File: src/rtl/lfsr3_gen.sv
module lfsr3_gen (
  input  logic       clk,
  input  logic       rst,
  input  logic       step_en,
  input  logic       seed_we,
  input  logic [2:0] seed_val,
  output logic [2:0] state_q,
  output logic       wrap_p
);

  localparam logic [2:0] START = 3'b111;

  logic [2:0] stepped;
  logic [2:0] seeded;
  logic       advance;

  assign stepped = {state_q[1:0], state_q[2] ^ state_q[0]};
  assign seeded  = (seed_val == 3'b000) ? START : seed_val;
  assign advance = step_en && !seed_we;

  always_ff @(posedge clk) begin
    if (rst) begin
      state_q <= START;
      wrap_p  <= 1'b0;
    end else begin
      if (seed_we)      state_q <= seeded;
      else if (step_en) state_q <= stepped;
      wrap_p <= advance && (stepped == START);
    end
  end

  p_step_r2: assert property (@(posedge clk) disable iff (rst)
    (step_en && !seed_we) |=> (state_q[2:1] == $past(state_q[1:0])))
    else $error("step did not shift toward msb");

  p_hold_r4: assert property (@(posedge clk) disable iff (rst)
    (!step_en && !seed_we) |=> ($stable(state_q) && !wrap_p))
    else $error("held state changed or wrapped");

  p_load_r5: assert property (@(posedge clk) disable iff (rst)
    (seed_we && seed_val != 3'b000) |=> (state_q == $past(seed_val)))
    else $error("seed not stored");

  p_zero_seed_r6: assert property (@(posedge clk) disable iff (rst)
    (seed_we && seed_val == 3'b000) |=> (state_q == 3'b111))
    else $error("zero seed not replaced");

  p_wrap_r7: assert property (@(posedge clk) disable iff (rst)
    wrap_p |-> (state_q == 3'b111 && $past(step_en) && !$past(seed_we)))
    else $error("wrap flag without a step to start state");

  p_nonzero_r8: assert property (@(posedge clk) disable iff (rst)
    state_q != 3'b000)
    else $error("lockup state reached");

endmodule

File: config.mk
export PLATFORM = sky130hd
export DESIGN_NAME = lfsr3_gen
export DESIGN_NICKNAME = d
export VERILOG_FILES = /design/src/rtl/lfsr3_gen.sv
export SDC_FILE = /design/constraint.sdc
export NUM_CORES = 1
export LEC_CHECK = 0
export BUFFER_PORTS_ARGS = -buffer_cell sky130_fd_sc_hd__buf_2
export CORE_AREA = 2 2 39 41
export CTS_BUF_LIST = sky130_fd_sc_hd__clkbuf_8
export DETAILED_ROUTE_END_ITERATION = 16
export DIE_AREA = 0 0 41 43
export PLACE_DENSITY = 0.42
export SETUP_SLACK_MARGIN = 0.4
export SLEW_MARGIN = 30
export SYNTH_ARGS = -nofsm -noshare
export SYNTH_HDL_FRONTEND = slang
export SYNTH_SLANG_ARGS = --single-unit
File: constraint.sdc
create_clock -name clk -period 1.3 [get_ports clk]
set_input_delay 0.26 -clock clk [delete_from_list [all_inputs] [get_ports clk]]
set_output_delay 0.26 -clock clk [all_outputs]
set_load 0.01 [all_outputs]
==> results.sh, run 1 <==
export IMPL_wirelength_microns=536
export IMPL_power_share_switching=0.215
export IMPL_required_ns=1.43
export IMPL_ys_warn_count=0
export IMPL_cts_made_buffers=3
export IMPL_antenna_found_initial=0
export IMPL_io_pins=11
export IMPL_cp_start_kind="register"
export IMPL_critPathCaptureType="register"
export IMPL_hold_slack_ns=0.233
export IMPL_num_rows=14
export IMPL_io_buffers=10
export IMPL_avgSynthCellArea_sq_um=10.3
export IMPL_top_layer_used="met4"
export IMPL_ant_nets=0
export IMPL_track_usage=0.0722
export IMPL_hold_class="primary input to register"
export IMPL_crit_type="register to register"
export IMPL_ys_seq_elements=4
export IMPL_areaGrowthSynthToFinish_pct=80.5
export IMPL_htree_num_levels=1
export IMPL_initial_core_util=0.148
export IMPL_syn_num_nets=28
export IMPL_cts_tree="built"
export IMPL_clkSlewWorstSetupHoldPaths_ns=0.03
export IMPL_internal_power_mw=0.374
export IMPL_grt_max_degree=6
export IMPL_multi_input_area_sq_um=141
export IMPL_cp_slowest_cell="dfxtp_4"
export IMPL_skew_ns=0.00204
export IMPL_fin_ws_ns=0.320
export IMPL_synth_seq_area_share=0.390
export IMPL_met3_length_microns=83
export IMPL_power_frac_comb=0.156
export IMPL_vias=216
export IMPL_insertion_delay_ns=0.22
export IMPL_postCtsHoldBufs=0
export IMPL_root_buffer="clkbuf_8"
export IMPL_drt_iter0_drc=1
export IMPL_power_switching_mw=0.102
export IMPL_path_cells="ha_4, nand2b_4, a32oi_1"
export IMPL_setup_tns_ns=0
export IMPL_synth_cell_types=11
export IMPL_seqPwrFrac=0.291
export IMPL_clockBufferDepth=2
export IMPL_wl_met2_microns=209
export IMPL_syn_cell_area_sq_um=205
export IMPL_fillers=153
export IMPL_hold_viol=0
export IMPL_vias_per_cell=4.24
export IMPL_grt_setup_unrepaired="true"
export IMPL_hpwl_microns=379
export IMPL_finalCritPeriodShare=0.754
export IMPL_die_area_sq_um=1760
export IMPL_netlist_instances=20
export IMPL_drive_above_1_share=0.686
export IMPL_leakagePower_nw=0.165
export IMPL_p_clk_frac=0.553
export IMPL_routedWlPerCell_microns=10.5
export IMPL_relSlewSlack=0.860
export IMPL_met1_length_microns=229
export IMPL_gp_congestion=0.554
export IMPL_die_w_microns=41
export IMPL_ir_worst_vdd_uv=476
export IMPL_path_max_fanout=3
export IMPL_antenna_diode_count=0
export IMPL_slew_viol_final=0
export IMPL_cpPeakStageDelay_ns=0.35
export IMPL_core_area_sq_um=1380
export IMPL_status="finished, final reports clean"
export IMPL_setup_viol=0
export IMPL_max_freq_mhz=1020
export IMPL_fin_area_sq_um=370
export IMPL_dp_slack_ns=0.289
export IMPL_firstDrtPassIters=2
export IMPL_layout_commonest_cell="buf_2"
export IMPL_crit_arrival_ns=1.11
export IMPL_die_h_microns=43
export IMPL_tightest_slew_ns=0.210
export IMPL_grt_ovfl_total=0
export IMPL_drc=0
export IMPL_grt_pass1_vias=200
export IMPL_grt_pass1_wl_microns=759
export IMPL_seqCellArea_sq_um=86.3
export IMPL_final_cell_mix="8 x buf_2, 3 x o21ba_2, 3 x clkbuf_8"
export IMPL_dpl_cell_area_sq_um=278
export IMPL_period_needed_ns=0.980
export IMPL_total_power_mw=0.476
export IMPL_maxCapViolCount=0
export IMPL_nets=45
export IMPL_clock_sinks=4
export IMPL_power_density_nw_per_um2=1280
flip-flops by register name, summed over array words and instances (netlist names):
| signal | cells |
|---|---|
| wrap_p | 1 |
| state_q | 3 |
worst paths after layout:
| kind | end | startpoint | slack [ns] | depth (start not counted) |
|---|---|---|---|---|
| min | wrap_p | rst | 0.23 | 2 |
| max reg2reg | state_q[0] | state_q[0] | 0.32 | 3 |
| max | state_q[0] | state_q[0] | 0.32 | 3 |
| min reg2reg | state_q[2] | state_q[2] | 0.57 | 2 |
repair_timing:
action,CTS,global route
hold endpoints to repair,0,0
setup endpoints to repair,4,5
pin swaps,1,0
resized for setup,7,0
setup buffers,2,0
synthesized netlist by cell type:
library cell  instances  area, sq um
a22oi_1               2         15.0
a32oi_1               1         8.76
dfxtp_1               4         80.1
ha_1                  1         12.5
inv_1                 1         3.75
mux2i_1               2         20.0
nand2b_1              2         12.5
nand4b_1              1         8.76
nor2_1                2         7.51
nor2b_1               1         6.26
o21ba_2               3         30.0
routing by layer:
metal,global-route usage,up-vias
met5,0,-
met2,0.0844,13
li1,-,105
met4,0.0600,0
met3,0.0628,2
met1,0.0769,96
final cells by class:
cell class,count,share of cell area
timing repair buffer,12,0.209
inverter,1,0.0101
clock buffer,3,0.111
multi-input combinational,15,0.382
sequential,4,0.233
tap,16,0.0541
power by group through the flow:
stage | Clock (mW) | Sequential [mW] | Combinational, mW
after floorplan | 0 | 0.142 | 0.0252
after global placement | 0 | 0.139 | 0.0530
after detailed placement | 0 | 0.139 | 0.0529
after CTS | 0.266 | 0.139 | 0.0738
after global routing | 0.273 | 0.139 | 0.0819
final | 0.263 | 0.139 | 0.0742
per-stage QoR:
step	cells	util
after floorplan	20	-
after global placement	46	0.201
after detailed placement	46	0.201
after CTS	51	0.268
after global routing	51	0.268
final	51	0.268
worst max-delay path, delay by kind of cell (launching register included):
kind | cells | cell delay [ns]
adder cells (fa/ha/maj) | 1 | 0.23
AND/OR/NAND/NOR | 1 | 0.12
AO/OA/AOI/OAI | 1 | 0.19
flip-flops | 1 | 0.35
kinds of logic after synthesis:
group	share of synthesized area
compound gates	0.262
fa+ha+maj	0.0610
buf+inv	0.0183
flops	0.390
mux	0.0976
simple gates	0.171
Power figures use the tool's default switching activity.
==> run 2: changes to the inputs <==
- PLACE_DENSITY: 0.42 -> 0.43
- clock period: 1.3 -> 0.8 ns (I/O delays scaled with it)
==> results.sh, run 2 (synthesis results as in run 1) <==
export IMPL_gp_congestion=0.617
export IMPL_violations="setup timing"
export IMPL_cp_num_buf_inv=1
export IMPL_path_max_fanout=2
export IMPL_reg2reg_depth=4
export IMPL_drc=0
export IMPL_skew_ns=0.00477
export IMPL_htree_num_levels=1
export IMPL_num_rows=14
export IMPL_grt_setup_unrepaired="true"
export IMPL_period_needed_ns=0.956
export IMPL_die_w_microns=41
export IMPL_setup_tns_ns=-0.429
export IMPL_status="finished, violations left"
export IMPL_max_freq_mhz=1050
export IMPL_worstHoldPathCells=2
export IMPL_clock_sinks=4
export IMPL_grt_pass1_vias=221
export IMPL_io_pins=11
export IMPL_crit_arrival_ns=1.09
export IMPL_power_density_nw_per_um2=1930
export IMPL_cp_start_kind="register"
export IMPL_wirelength_microns=521
export IMPL_setup_viol=4
export IMPL_largest_reg_flops=3
export IMPL_areaGrowthSynthToFinish_pct=102
export IMPL_relSlewSlack=0.843
export IMPL_leakagePower_nw=0.185
export IMPL_total_power_mw=0.797
export IMPL_critPathTopFamily="flip-flops"
export IMPL_path_cells="inv_2, ha_4, nand2b_4, a32oi_2"
export IMPL_antenna_found_initial=0
export IMPL_track_usage=0.0762
export IMPL_finalCritPeriodShare=1.20
export IMPL_die_h_microns=43
export IMPL_vias_per_cell=4.06
export IMPL_drt_iter0_drc=5
export IMPL_maxCapViolCount=0
export IMPL_cp_num_cells=4
export IMPL_tightest_slew_ns=0.235
export IMPL_cts_made_buffers=3
export IMPL_dp_slack_ns=-0.154
export IMPL_drive_above_1_share=0.730
export IMPL_required_ns=0.93
export IMPL_vias=215
export IMPL_core_area_sq_um=1380
export IMPL_root_buffer="clkbuf_8"
export IMPL_cts_tree="built"
export IMPL_io_buffers=10
export IMPL_hold_class="primary input to register"
export IMPL_nets=46
export IMPL_die_area_sq_um=1760
export IMPL_crit_type="register to register"
export IMPL_initial_core_util=0.148
export IMPL_routedWlPerCell_microns=9.83
export IMPL_antenna_diode_count=0
export IMPL_ir_worst_vdd_uv=738
export IMPL_grt_max_degree=6
export IMPL_layout_commonest_cell="buf_6"
export IMPL_reg_top3="state_q: 3 flops, wrap_p: 1 flops"
export IMPL_hold_viol=0
export IMPL_clkSlewWorstSetupHoldPaths_ns=0.03
export IMPL_cp_slowest_cell="dfxtp_2"
export IMPL_ant_nets=0
export IMPL_top_register="state_q"
export IMPL_clockBufferDepth=2
export IMPL_grt_pass1_wl_microns=841
export IMPL_final_util=0.299
export IMPL_firstDrtPassIters=2
export IMPL_postCtsHoldBufs=0
export IMPL_slew_viol_final=0
export IMPL_insertion_delay_ns=0.22
export IMPL_critPathCaptureType="register"
export IMPL_final_cell_mix="7 x buf_6, 6 x buf_2, 3 x o21ba_2, 3 x clkbuf_8, 3 x dfxtp_2"
export IMPL_cpPeakStageDelay_ns=0.33
export IMPL_grt_ovfl_total=0
export IMPL_fin_ws_ns=-0.156
export IMPL_hold_slack_ns=0.130
==> run 2: metal layers <==
layer,part of all wire,GRT usage,up-vias
li1,-,-,109
met1,0.43,0.0801,93
met2,0.41,0.103,13
met3,0.15,0.0628,0
met4,0,0.0400,0
met5,0,0,-
==> run 2: per-stage QoR <==
stage                     cell area (sq um)  std cells
after floorplan                         225         20
after global placement                  310         48
after detailed placement                310         48
after CTS                               407         53
after global routing                    414         53
final                                   414         53
==> run 2: final cells by class <==
| type | instances | area, sq um |
|---|---|---|
| timing repair buffer | 13 | 109 |
| fill | 157 | 970 |
| multi-input combinational | 15 | 149 |
| sequential | 4 | 87.6 |
| clock buffer | 3 | 41.3 |
| tap | 16 | 20.0 |
| clock inverter | 1 | 3.75 |
| inverter | 1 | 3.75 |
==> run 2: repair_timing <==
action / CTS / global route
gates resized for setup: 8 / 1
pin swaps: 3 / 1
setup endpoints to repair: 8 / 8
buffers inserted: 1 / 0
==> run 2: final timing paths <==
path | start | slack, ns | to
worst min register to register | state_q[1] | 0.60 | wrap_p
worst min-delay path | rst | 0.13 | wrap_p
worst max register to register | state_q[2] | -0.16 | state_q[0]
worst max-delay path | state_q[2] | -0.16 | state_q[0]
==> run 2: power breakdown <==
part | switching, mW | internal, mW
Sequential | 0.0112 | 0.213
Clock | 0.103 | 0.327
Combinational | 0.0541 | 0.0888
==> run 3: changes to the inputs <==
- BUFFER_PORTS_ARGS: -buffer_cell sky130_fd_sc_hd__buf_2 -> unset
- DONT_BUFFER_PORTS: unset -> 1
- PLACE_DENSITY: 0.43 -> 0.36
==> results.sh, run 3 (synthesis results as in run 1) <==
export IMPL_die_h_microns=43
export IMPL_grt_max_degree=6
export IMPL_cp_start_kind="register"
export IMPL_slew_viol_final=0
export IMPL_die_area_sq_um=1760
export IMPL_clock_sinks=4
export IMPL_max_freq_mhz=1070
export IMPL_violations="setup timing"
export IMPL_drive_above_1_share=0.577
export IMPL_rr_endpoint="state_q[0]"
export IMPL_internal_power_mw=0.589
export IMPL_critPathCaptureType="register"
export IMPL_crit_arrival_ns=1.07
export IMPL_antenna_diode_count=0
export IMPL_nets=35
export IMPL_fin_ws_ns=-0.134
export IMPL_cts_tree="built"
export IMPL_num_rows=14
export IMPL_core_area_sq_um=1380
export IMPL_relSlewSlack=0.844
export IMPL_cts_made_buffers=3
export IMPL_vias_per_cell=3.95
export IMPL_power_share_switching=0.216
export IMPL_firstDrtPassIters=3
export IMPL_io_buffers=0
export IMPL_routedWlPerCell_microns=11.9
export IMPL_status="finished, violations left"
export IMPL_areaGrowthSynthToFinish_pct=53.7
export IMPL_wirelength_microns=498
export IMPL_reg_top3="state_q: 3 flops, wrap_p: 1 flops"
export IMPL_power_density_nw_per_um2=2380
export IMPL_hold_viol=0
export IMPL_fillers=152
export IMPL_die_w_microns=41
export IMPL_hold_slack_ns=0.00148
export IMPL_required_ns=0.94
export IMPL_grt_pass1_vias=184
export IMPL_seqPwrFrac=0.298
export IMPL_vias=166
export IMPL_top_register="state_q"
export IMPL_power_frac_comb=0.103
export IMPL_largest_reg_flops=3
export IMPL_post_cts_setup_buffers=0
export IMPL_grt_pass1_wl_microns=738
export IMPL_r2r_slack_ns=-0.13
export IMPL_skew_ns=0.000269
export IMPL_setup_viol=4
export IMPL_io_pins=11
export IMPL_initial_core_util=0.148
export IMPL_root_buffer="clkbuf_8"
export IMPL_htree_num_levels=1
export IMPL_worstHoldPathCells=1
export IMPL_p_clk_frac=0.599
export IMPL_finalCritPeriodShare=1.17
export IMPL_track_usage=0.0683
export IMPL_period_needed_ns=0.934
export IMPL_path_max_fanout=2
export IMPL_insertion_delay_ns=0.22
export IMPL_ant_nets=0
export IMPL_leakagePower_nw=0.127
export IMPL_maxCapViolCount=0
export IMPL_drc=0
export IMPL_final_cell_mix="3 x o21ba_2, 3 x clkbuf_8"
export IMPL_grt_setup_unrepaired="true"
export IMPL_tightest_slew_ns=0.234
export IMPL_worstHoldStart="rst"
export IMPL_rr_startpoint="state_q[0]"
export IMPL_grt_ovfl_total=0
export IMPL_hold_class="primary input to register"
export IMPL_reg2reg_depth=3
export IMPL_clkSlewWorstSetupHoldPaths_ns=0.04
export IMPL_clockBufferDepth=2
export IMPL_drt_iter0_drc=2
export IMPL_ir_worst_vdd_uv=639
export IMPL_gp_congestion=0.697
export IMPL_power_switching_mw=0.162
export IMPL_antenna_found_initial=0
export IMPL_total_power_mw=0.751
export IMPL_worstHoldEndpoint="wrap_p"
export IMPL_crit_type="register to register"
run 3: cell types whose count changed in the layout (fill, tap and decap cells not counted), sizes merged:
cell / previous run / this run
buf: 13 / 2
run 3: what timing repair did:
action / 4_1_cts / 5_1_grt
pin swaps: 1 / 1
gates resized for setup: 2 / 0
endpoints found under the hold margin: 1 / 0
endpoints found under the setup margin: 8 / 8
run 3: how the worst max path moves through the flow:
stage,from,to,slack (ns)
after floorplan,state_q[2],state_q[0],-0.15
after global placement,state_q[0],state_q[0],-0.14
after detailed placement,state_q[2],state_q[0],-0.14
after CTS,state_q[2],state_q[0],-0.14
after global routing,state_q[2],state_q[0],-0.19
final,state_q[0],state_q[0],-0.13
run 3: power groups by stage:
| stage | Clock (mW) | Combinational (mW) | Sequential, mW |
|---|---|---|---|
| after floorplan | 0 | 0.0438 | 0.233 |
| after global placement | 0 | 0.0703 | 0.228 |
| after detailed placement | 0 | 0.0701 | 0.228 |
| after CTS | 0.461 | 0.0781 | 0.224 |
| after global routing | 0.471 | 0.0861 | 0.226 |
| final | 0.450 | 0.0776 | 0.223 |
run 3: cell type report:
class	count	area, sq um	share of cell area
repair buffers	2	15.0	0.0476
multi-input cells	15	141	0.448
clock inverters	1	3.75	0.0119
inverters	1	3.75	0.0119
clock buffers	3	41.3	0.131
flip-flops and latches	4	90.1	0.286
well taps	16	20.0	0.0635
run 3: layer usage:
| layer | GRT usage | vias to the layer above | part of all wire |
|---|---|---|---|
| li1 | - | 86 | - |
| met5 | 0 | - | 0 |
| met2 | 0.0844 | 6 | 0.49 |
| met3 | 0.0471 | 0 | 0.12 |
| met1 | 0.0740 | 74 | 0.39 |
| met4 | 0.0600 | 0 | 0 |
run 3: per-stage QoR:
stage	utilization	worst slack, ns	std cells	cell area, sq um	TNS, ns
global placement	0.188	-0.143	38	260	-0.166
global route	0.228	-0.189	42	315	-0.437
detailed placement	0.188	-0.137	38	260	-0.149
floorplan	-	-0.151	20	225	-0.151
finish	0.228	-0.134	42	315	-0.252
CTS	0.228	-0.137	42	315	-0.282
run 3: critical path, stage by stage (launching register included):
cell and delay (ns):
dfxtp_4 0.34, ha_4 0.22, nand2b_4 0.12, a32oi_1 0.17
